==> config.mk <==
export PLATFORM = sky130hd
export DESIGN_NAME = apf_gen
export DESIGN_NICKNAME = d
export VERILOG_FILES = /design/src/rtl/apf_pkg.sv /design/src/rtl/apf_policy.sv /design/src/rtl/apf_mask_sel.sv /design/src/rtl/apf_out_buf.sv /design/src/rtl/apf_gen.sv
export SDC_FILE = /design/constraint.sdc
export NUM_CORES = 1
export LEC_CHECK = 0
export BUFFER_PORTS_ARGS = -buffer_cell sky130_fd_sc_hd__buf_2
export CAP_MARGIN = 20
export CELL_PAD_IN_SITES_DETAIL_PLACEMENT = 1
export CELL_PAD_IN_SITES_GLOBAL_PLACEMENT = 1
export CORE_MARGIN = 2
export CORE_UTILIZATION = 30
export CTS_CLUSTER_DIAMETER = 80
export DETAILED_ROUTE_END_ITERATION = 7
export GPL_TIMING_DRIVEN = 0
export PLACE_DENSITY = 0.9
export SLEW_MARGIN = 20
export SYNTH_ARGS = -nofsm -noshare
export SYNTH_HDL_FRONTEND = slang
export SYNTH_SLANG_ARGS = --single-unit
export TNS_END_PERCENT = 50
==> constraint.sdc <==
create_clock -name clk -period 1.5 [get_ports clk]
set_input_delay 0.225 -clock clk [delete_from_list [all_inputs] [get_ports clk]]
set_output_delay 0.225 -clock clk [all_outputs]
set_load 0.05 [all_outputs]
==> src/rtl/apf_pkg.sv <==
// Package: shared definitions for the auto-prefetch generator.
// Assumes 32-byte lines and 4 KB pages unless the top overrides the bit positions.
package apf_pkg;

    // Policy encodings carried on cfg_mode.
    typedef enum logic [1:0] {
        APF_EVEN_ONLY = 2'b00,
        APF_PAIR      = 2'b01,
        APF_NEXT      = 2'b10,
        APF_NEXT_ALT  = 2'b11
    } apf_mode_e;

    localparam int unsigned APF_LINE_LSB_DEF = 5;
    localparam int unsigned APF_PAGE_LSB_DEF = 12;

endpackage

==> src/rtl/apf_policy.sv <==
// Module: apf_policy
// Purely combinational decision. Given the enable, the policy and the fill
// address, it says whether a prefetch is wanted and which line it targets.
// Assumes LINE_LSB < PAGE_LSB < ADDR_W. Bits below LINE_LSB never reach the
// output, and bits from PAGE_LSB upward are copied through.
module apf_policy
    import apf_pkg::*;
#(
    parameter int unsigned ADDR_W   = 32,
    parameter int unsigned LINE_LSB = APF_LINE_LSB_DEF,
    parameter int unsigned PAGE_LSB = APF_PAGE_LSB_DEF
) (
    input  logic              enable,
    input  logic [1:0]        mode,
    input  logic [ADDR_W-1:0] fill_addr,
    output logic              issue,
    output logic [ADDR_W-1:0] target
);

    localparam int unsigned IDX_W = PAGE_LSB - LINE_LSB;
    localparam logic [ADDR_W-1:0] OFS_MASK = (ADDR_W'(1) << LINE_LSB) - ADDR_W'(1);
    localparam logic [IDX_W-1:0]  IDX_LAST = '1;

    logic [ADDR_W-1:0] line_base;
    logic [IDX_W-1:0]  line_idx;
    logic [IDX_W-1:0]  line_idx_next;
    logic              odd_line;
    logic              page_end;
    apf_mode_e         pol;

    // Split the fill address into its line base, in-page index and parity.
    always_comb begin
        line_base     = fill_addr & ~OFS_MASK;
        line_idx      = line_base[PAGE_LSB-1:LINE_LSB];
        line_idx_next = line_idx + IDX_W'(1);
        odd_line      = line_base[LINE_LSB];
        page_end      = (line_idx == IDX_LAST);
        pol           = apf_mode_e'(mode);
    end

    // Pick the prefetch line and decide whether it is issued under the policy.
    always_comb begin
        issue  = 1'b0;
        target = line_base;
        unique case (pol)
            APF_EVEN_ONLY: begin
                issue            = enable && !odd_line;
                target[LINE_LSB] = 1'b1;
            end
            APF_PAIR: begin
                issue            = enable;
                target[LINE_LSB] = ~odd_line;
            end
            APF_NEXT, APF_NEXT_ALT: begin
                issue                          = enable && !page_end;
                target[PAGE_LSB-1:LINE_LSB]    = line_idx_next;
            end
            default: begin
                issue = 1'b0;
            end
        endcase
    end

endmodule

==> src/rtl/apf_mask_sel.sv <==
// Module: apf_mask_sel
// Chooses the way-lock mask that travels with a prefetch. A fill from a
// restricted-prefix instruction uses the prefix mask, any other fill uses the
// auto-prefetch mask. Assumes both masks have the same width.
module apf_mask_sel #(
    parameter int unsigned WAYS = 16
) (
    input  logic            prefix,
    input  logic [WAYS-1:0] apf_lock,
    input  logic [WAYS-1:0] pfx_lock,
    output logic [WAYS-1:0] mask
);

    // Per-way selection between the two masks.
    for (genvar w = 0; w < WAYS; w++) begin : g_way
        assign mask[w] = prefix ? pfx_lock[w] : apf_lock[w];
    end

endmodule

==> src/rtl/apf_out_buf.sv <==
// Module: apf_out_buf
// Single-entry output register with valid/ready. It loads when told to and
// empties when the consumer takes the entry. Space is offered whenever the
// entry is empty or leaving in this cycle. Assumes load is only raised when
// space is high.
module apf_out_buf #(
    parameter int unsigned DATA_W = 48
) (
    input  logic              clk,
    input  logic              rst_n,
    input  logic              load,
    input  logic [DATA_W-1:0] din,
    output logic              space,
    output logic              valid,
    input  logic              ready,
    output logic [DATA_W-1:0] dout
);

    // Room exists when nothing waits or the waiting entry is taken now.
    assign space = !valid || ready;

    // Valid flag: set on load, cleared when taken, cleared by reset.
    always_ff @(posedge clk) begin
        if (!rst_n) begin
            valid <= 1'b0;
        end else if (load) begin
            valid <= 1'b1;
        end else if (ready) begin
            valid <= 1'b0;
        end
    end

    // Payload: captured only on load, so it holds while the entry waits.
    always_ff @(posedge clk) begin
        if (!rst_n) begin
            dout <= '0;
        end else if (load) begin
            dout <= din;
        end
    end

endmodule

==> src/rtl/apf_gen.sv <==
// Module: apf_gen (top)
// Auto-prefetch generator. On each accepted fill it runs the policy, selects
// the lock mask and, when a prefetch is wanted, loads the single-entry output
// register. The fill input is stalled while a prefetch waits and the consumer
// is not ready. Configuration is sampled only at fill acceptance.
module apf_gen
    import apf_pkg::*;
#(
    parameter int unsigned ADDR_W   = 32,
    parameter int unsigned WAYS     = 16,
    parameter int unsigned LINE_LSB = APF_LINE_LSB_DEF,
    parameter int unsigned PAGE_LSB = APF_PAGE_LSB_DEF
) (
    input  logic              clk,
    input  logic              rst_n,
    input  logic              fill_valid,
    output logic              fill_ready,
    input  logic [ADDR_W-1:0] fill_addr,
    input  logic              fill_prefix,
    input  logic              cfg_enable,
    input  logic [1:0]        cfg_mode,
    input  logic [WAYS-1:0]   cfg_apf_lock,
    input  logic [WAYS-1:0]   cfg_pfx_lock,
    output logic              pf_valid,
    input  logic              pf_ready,
    output logic [ADDR_W-1:0] pf_addr,
    output logic [WAYS-1:0]   pf_way_mask
);

    localparam int unsigned REQ_W = ADDR_W + WAYS;

    logic              want;
    logic [ADDR_W-1:0] next_addr;
    logic [WAYS-1:0]   next_mask;
    logic              accept;
    logic              space;
    logic [REQ_W-1:0]  req_in;
    logic [REQ_W-1:0]  req_out;

    // Policy decision for the presented fill.
    apf_policy #(
        .ADDR_W   (ADDR_W),
        .LINE_LSB (LINE_LSB),
        .PAGE_LSB (PAGE_LSB)
    ) u_policy (
        .enable    (cfg_enable),
        .mode      (cfg_mode),
        .fill_addr (fill_addr),
        .issue     (want),
        .target    (next_addr)
    );

    // Lock mask chosen by instruction type.
    apf_mask_sel #(
        .WAYS (WAYS)
    ) u_mask (
        .prefix   (fill_prefix),
        .apf_lock (cfg_apf_lock),
        .pfx_lock (cfg_pfx_lock),
        .mask     (next_mask)
    );

    // Handshake on the fill side: accept only when the output has room.
    always_comb begin
        fill_ready = space;
        accept     = fill_valid && space;
        req_in     = {next_addr, next_mask};
    end

    // Output register holding the pending request.
    apf_out_buf #(
        .DATA_W (REQ_W)
    ) u_buf (
        .clk   (clk),
        .rst_n (rst_n),
        .load  (accept && want),
        .din   (req_in),
        .space (space),
        .valid (pf_valid),
        .ready (pf_ready),
        .dout  (req_out)
    );

    // Unpack the held request onto the output ports.
    assign pf_addr     = req_out[REQ_W-1:WAYS];
    assign pf_way_mask = req_out[WAYS-1:0];

endmodule

Yosys cells after proc, flatten, opt, wreduce, memory -nomap -nowiden
Cells that the tools add are included.
{"block": "word_totals", "regBits": 44, "input_bits": 72, "out_inout_bits": 50, "wordCells": 40}
{"block": "op_classes", "n_addsub": 1, "eq_ne": 4, "mux": 21, "n_bitwise": 1, "reduce_logical": 11}
{"operator": "$mux 1", "n": 18}
{"operator": "$add 7x1->7 const B", "n": 1}
{"operator": "$eq 7x7->1 const B", "n": 1}
{"operator": "$mux 6", "n": 1}
{"operator": "$pmux 1 s3", "n": 2}
{"operator": "$eq 2x2->1 const B", "n": 2}
{"operator": "$logic_and 1x1->1", "n": 4}
{"operator": "$logic_not 1->1", "n": 3}
{"operator": "$eq 2x1->1 const B", "n": 1}
{"operator": "$logic_not 2->1", "n": 1}
{"operator": "$reduce_bool 2->1", "n": 1}
{"operator": "$reduce_or 2->1", "n": 1}
{"operator": "$logic_or 1x1->1", "n": 1}
{"operator": "$not 1->1", "n": 1}

Depth between registers and ports, before layout
{"block": "logic_depth", "depth_word": 6, "depth_mapped": 6, "mapped_depth_nobuf": 5}

Hierarchy
From an unflattened synthesis, not the netlist that was laid out.
{"block": "unflattened", "cells_unflattened": 222, "hier_area_um2": 2446.1}
{"mod": "apf_out_buf", "instances": 1, "cells_each": 159, "area_each_um2": 1864.3, "seq_area_each_um2": 980.9}
{"mod": "apf_policy", "instances": 1, "cells_each": 44, "area_each_um2": 326.6, "seq_area_each_um2": 0.0}
{"mod": "apf_mask_sel", "instances": 1, "cells_each": 18, "area_each_um2": 249.0, "seq_area_each_um2": 0.0}
{"mod": "apf_gen", "instances": 1, "cells_each": 1, "area_each_um2": 6.3, "seq_area_each_um2": 0.0}

Worst setup path after synthesis
No wires, ideal clock.
{"block": "synth_timing", "kind": "register -> register", "start": "register u_buf.valid", "end": "register u_buf.dout[28]", "setup_ps": 70, "t_arrival_ps": 1570, "t_required_ps": 1430, "path_slack_ps": -140, "path_stages_with_launch": 6, "path_buffers": 1, "period_less_slack_ps": 1640, "cell_sequence": "dfxtp_1 and2b_1 a211o_1 clkbuf_1 o21ai_0 a21oi_1"}
{"block": "synth_between", "elab_chain_len": 4}
{"element": "start, declared", "line_no": "apf_out_buf.sv:14", "rtl": "output logic valid,"}
{"element": "start signal, assigned", "line_no": "apf_out_buf.sv:25", "rtl": "valid <= 1'b0;"}
{"element": "start signal, assigned", "line_no": "apf_out_buf.sv:27", "rtl": "valid <= 1'b1;"}
{"element": "start signal, assigned", "line_no": "apf_out_buf.sv:29", "rtl": "valid <= 1'b0;"}
{"element": "$logic_not 1->1", "line_no": "apf_out_buf.sv:20", "rtl": "assign space = !valid || ready;"}
{"element": "$logic_or 1x1->1", "line_no": "apf_out_buf.sv:20"}
{"element": "$logic_and 1x1->1", "line_no": "apf_gen.sv:66", "rtl": "accept = fill_valid && space;"}
{"element": "$logic_and 1x1->1", "line_no": "apf_gen.sv:76", "rtl": ".load (accept && want),"}
{"element": "end signal, assigned", "line_no": "apf_out_buf.sv:38", "rtl": "dout <= din;"}
{"element": "end, declared", "line_no": "apf_out_buf.sv:16", "rtl": "output logic [DATA_W-1:0] dout"}
Every way passes these cells.
A chain may end at the register's enable or synchronous reset.

Final worst setup path
{"block": "layout_timing", "start": "register u_buf.valid", "end": "register u_buf.dout[26]"}
The elaborated chain is that of the path after synthesis.

==> out/metrics.csv <==
metric;value;unit
status;complete, no violations;
grt_antenna_before_repair;0;
arrival;1620;ps
drt_wl_total;6.57;mm
synth_area_leaders;dfxtp_1, a211oi_2, a21oi_1;
r2r_cells;5;
drv_cap;0;
critPathMaxStageDelay;320;ps
intPower;1970;µW
slew_headroom;50.6;%
period_share;98.4;%
grt_pass1_vias;2162;
numClockSinks;44;
cts_tree;done;
design_area;0.00292;mm²
clockBufferDepth;2;
die_h;86.9;µm
synth_ff_type;dfxtp_1;
fmaxAchievable;0.677;GHz
num_rows;30;
synth_cell_type_count;33;
finalClockSkew;4.43;ps
netlist_area;0.00206;mm²
synth_top_area_cell;dfxtp_1;
first_iter_violations;34;
worstPathRequired;1640;ps
grt_util_all_layers;17.0;%
ys_ff_latch;44;
grt_pass1_wl;10.3;mm
worstSetupStartpoint;u_buf.valid;
crit_path_end_kind;flop;
ant_nets;0;
cts.clk_slew.worst_paths;80;ps
clk_latency;290;ps
worst_pin_slew;741;ps
syn_to_final_growth;41.3;%
postLayoutCoreUtil;43.4;%
slowest_stage;dfxtp_2;
firstDrtPassIters;4;
final-hold-violation-count;0;
cts-root-buf;clkbuf_8;
swShare;32.2;%
boundaryPins;122;
finalCriticalPeriod;1480;ps
wire_per_inst;15.6;µm
setup_viol;0;
netlist_top_cells_count;dfxtp_1, a21oi_1, nand3_1, o21ai_0, a211oi_2;
nNetsFinal;415;
die-area;0.00756;mm²
syn_area_per_cell;9.55;µm²
synth_top_area_share;42.7;%
startpoint_type;flop;
path_cells;and2b_2 > a211o_4 > nor2_4 > buf_8 > a211oi_2;
diodes;0;
slew_violations;0;
core_area;0.00672;mm²
numPortBuffers;110;
overflow;0;
worst-setup-path-type;flop to flop;
drc;0;
seq_area_frac_synth;42.7;%
power_switching;936;µW
start_util;30.7;%
vdd_drop_max;0.446;mV
yosysWarnings;0;
power_density;998;mW/mm²
synth-edff-count;0;
die_x;86.9;µm
grt_start_max_net_pins;13;
vias;2120;
synth.most_common_cell;dfxtp_1;
place_area;0.00273;mm²
tns;0;ps
cts_buffers;5;
holdPathStages;3;
layout-drive-gt1-share;49.6;%
rsz0062_at_grt;true;
p_clk_share;29.6;%
viasPerCell;5.04;
hp-start;fill_addr[27];
dp_hpwl;5.13;mm
hold_path_class;input port to flop;
worst_r2r_startpoint;u_buf.valid;
synthArstFlopShare;0;%
p_seq_share;43.7;%
power_frac_comb;26.7;%
place_congestion;0.725;
crit_fanout;10;
synthCells;216;
leakage;0.00135;µW
htreeDepth;2;
-- critical path: cells and delay by family (launching register included) --
family                 cells  cell delay, ps
AOI/OAI and AO/OA          2             390
buffers and inverters      1             180
DFF                        1             320
and+or+nand+nor            2             440
-- flip-flops by register name, summed over array words and instances, names as in the netlist --
signal / count
u_buf.valid: 1
u_buf.dout: 43
-- area by class of cell --
type | count | area, µm²
clock inverter | 1 | 30.0
timing repair buffer | 115 | 592
clock buffer | 5 | 68.8
multi-input combinational | 149 | 1050
buffer | 25 | 183
tap | 80 | 100
sequential | 44 | 882
inverter | 2 | 7.51
fill | 842 | 3800
-- logic make-up (layout without fill, tap and decap cells) --
family / after synthesis / in the layout / share of synthesized area [%]
compound gates: 88 / 88 / 29.7
fa+ha+maj: 1 / 1 / 0.606
buf+inv: 27 / 148 / 7.70
other cells: 1 / 5 / 0.182
xor+xnor: 4 / 4 / 1.70
flops: 44 / 44 / 42.7
simple gates: 34 / 34 / 9.16
mux: 17 / 17 / 8.25
-- stage by stage --
step | setup WS (ps) | total power [µW] | cells | hold WS [ps]
after floorplan | -2.20 | 1820 | 220 | 342
after global placement | -327 | 2030 | 410 | 458
after detailed placement | -379 | 2060 | 410 | 469
after CTS | 6.33 | 2940 | 418 | 168
after global routing | -35.3 | 3050 | 421 | 178
final | 23.9 | 2910 | 421 | 181
-- layout by cell type, fill, tap and decap left out, types with 2 or more instances in the layout --
master and n:
o21ai_1 11, nand2_1 4, buf_6 3, a21oi_1 42, mux2i_1 17, xor2_1 2
buf_4 12, clkbuf_8 5, nand3_1 20, a211oi_1 3, conb_1 5, clkbuf_1 4
clkbuf_2 4, dfxtp_1 43, a211oi_2 18, xnor2_1 2, o21ai_0 8, buf_2 114
buf_8 3
-- per-layer routing --
| metal | up-vias | wire length, µm | share of wire [%] | track usage, % |
|---|---|---|---|---|
| met2 | 74 | 3430 | 52 | 31.6 |
| met5 | - | 0 | 0 | 0 |
| met4 | 0 | 29 | 0.44 | 3.98 |
| met3 | 4 | 426 | 6.5 | 3.70 |
| met1 | 1008 | 2690 | 41 | 19.8 |
| li1 | 1034 | - | - | - |
-- power groups by stage --
stage | clock [µW] | combinational (µW) | sequential, µW
after global routing | 941 | 828 | 1280
after global placement | 0 | 732 | 1290
after floorplan | 0 | 282 | 1540
after CTS | 896 | 768 | 1270
after detailed placement | 0 | 758 | 1300
final | 861 | 777 | 1270
-- what timing repair did --
action	in CTS	in global routing
hold buffers	0	0
setup endpoints to repair	40	42
hold endpoints to repair	0	0
gates resized for setup	7	27
pin swaps	2	6
setup buffers	2	3
-- path summary, 6_finish.rpt --
kind | slack, ps | to
min | 180 | u_buf.dout[43]
min reg2reg | 470 | u_buf.dout[44]
max reg2reg | 20 | u_buf.dout[26]
max | 20 | u_buf.dout[26]
Power figures use the tool's default switching activity.
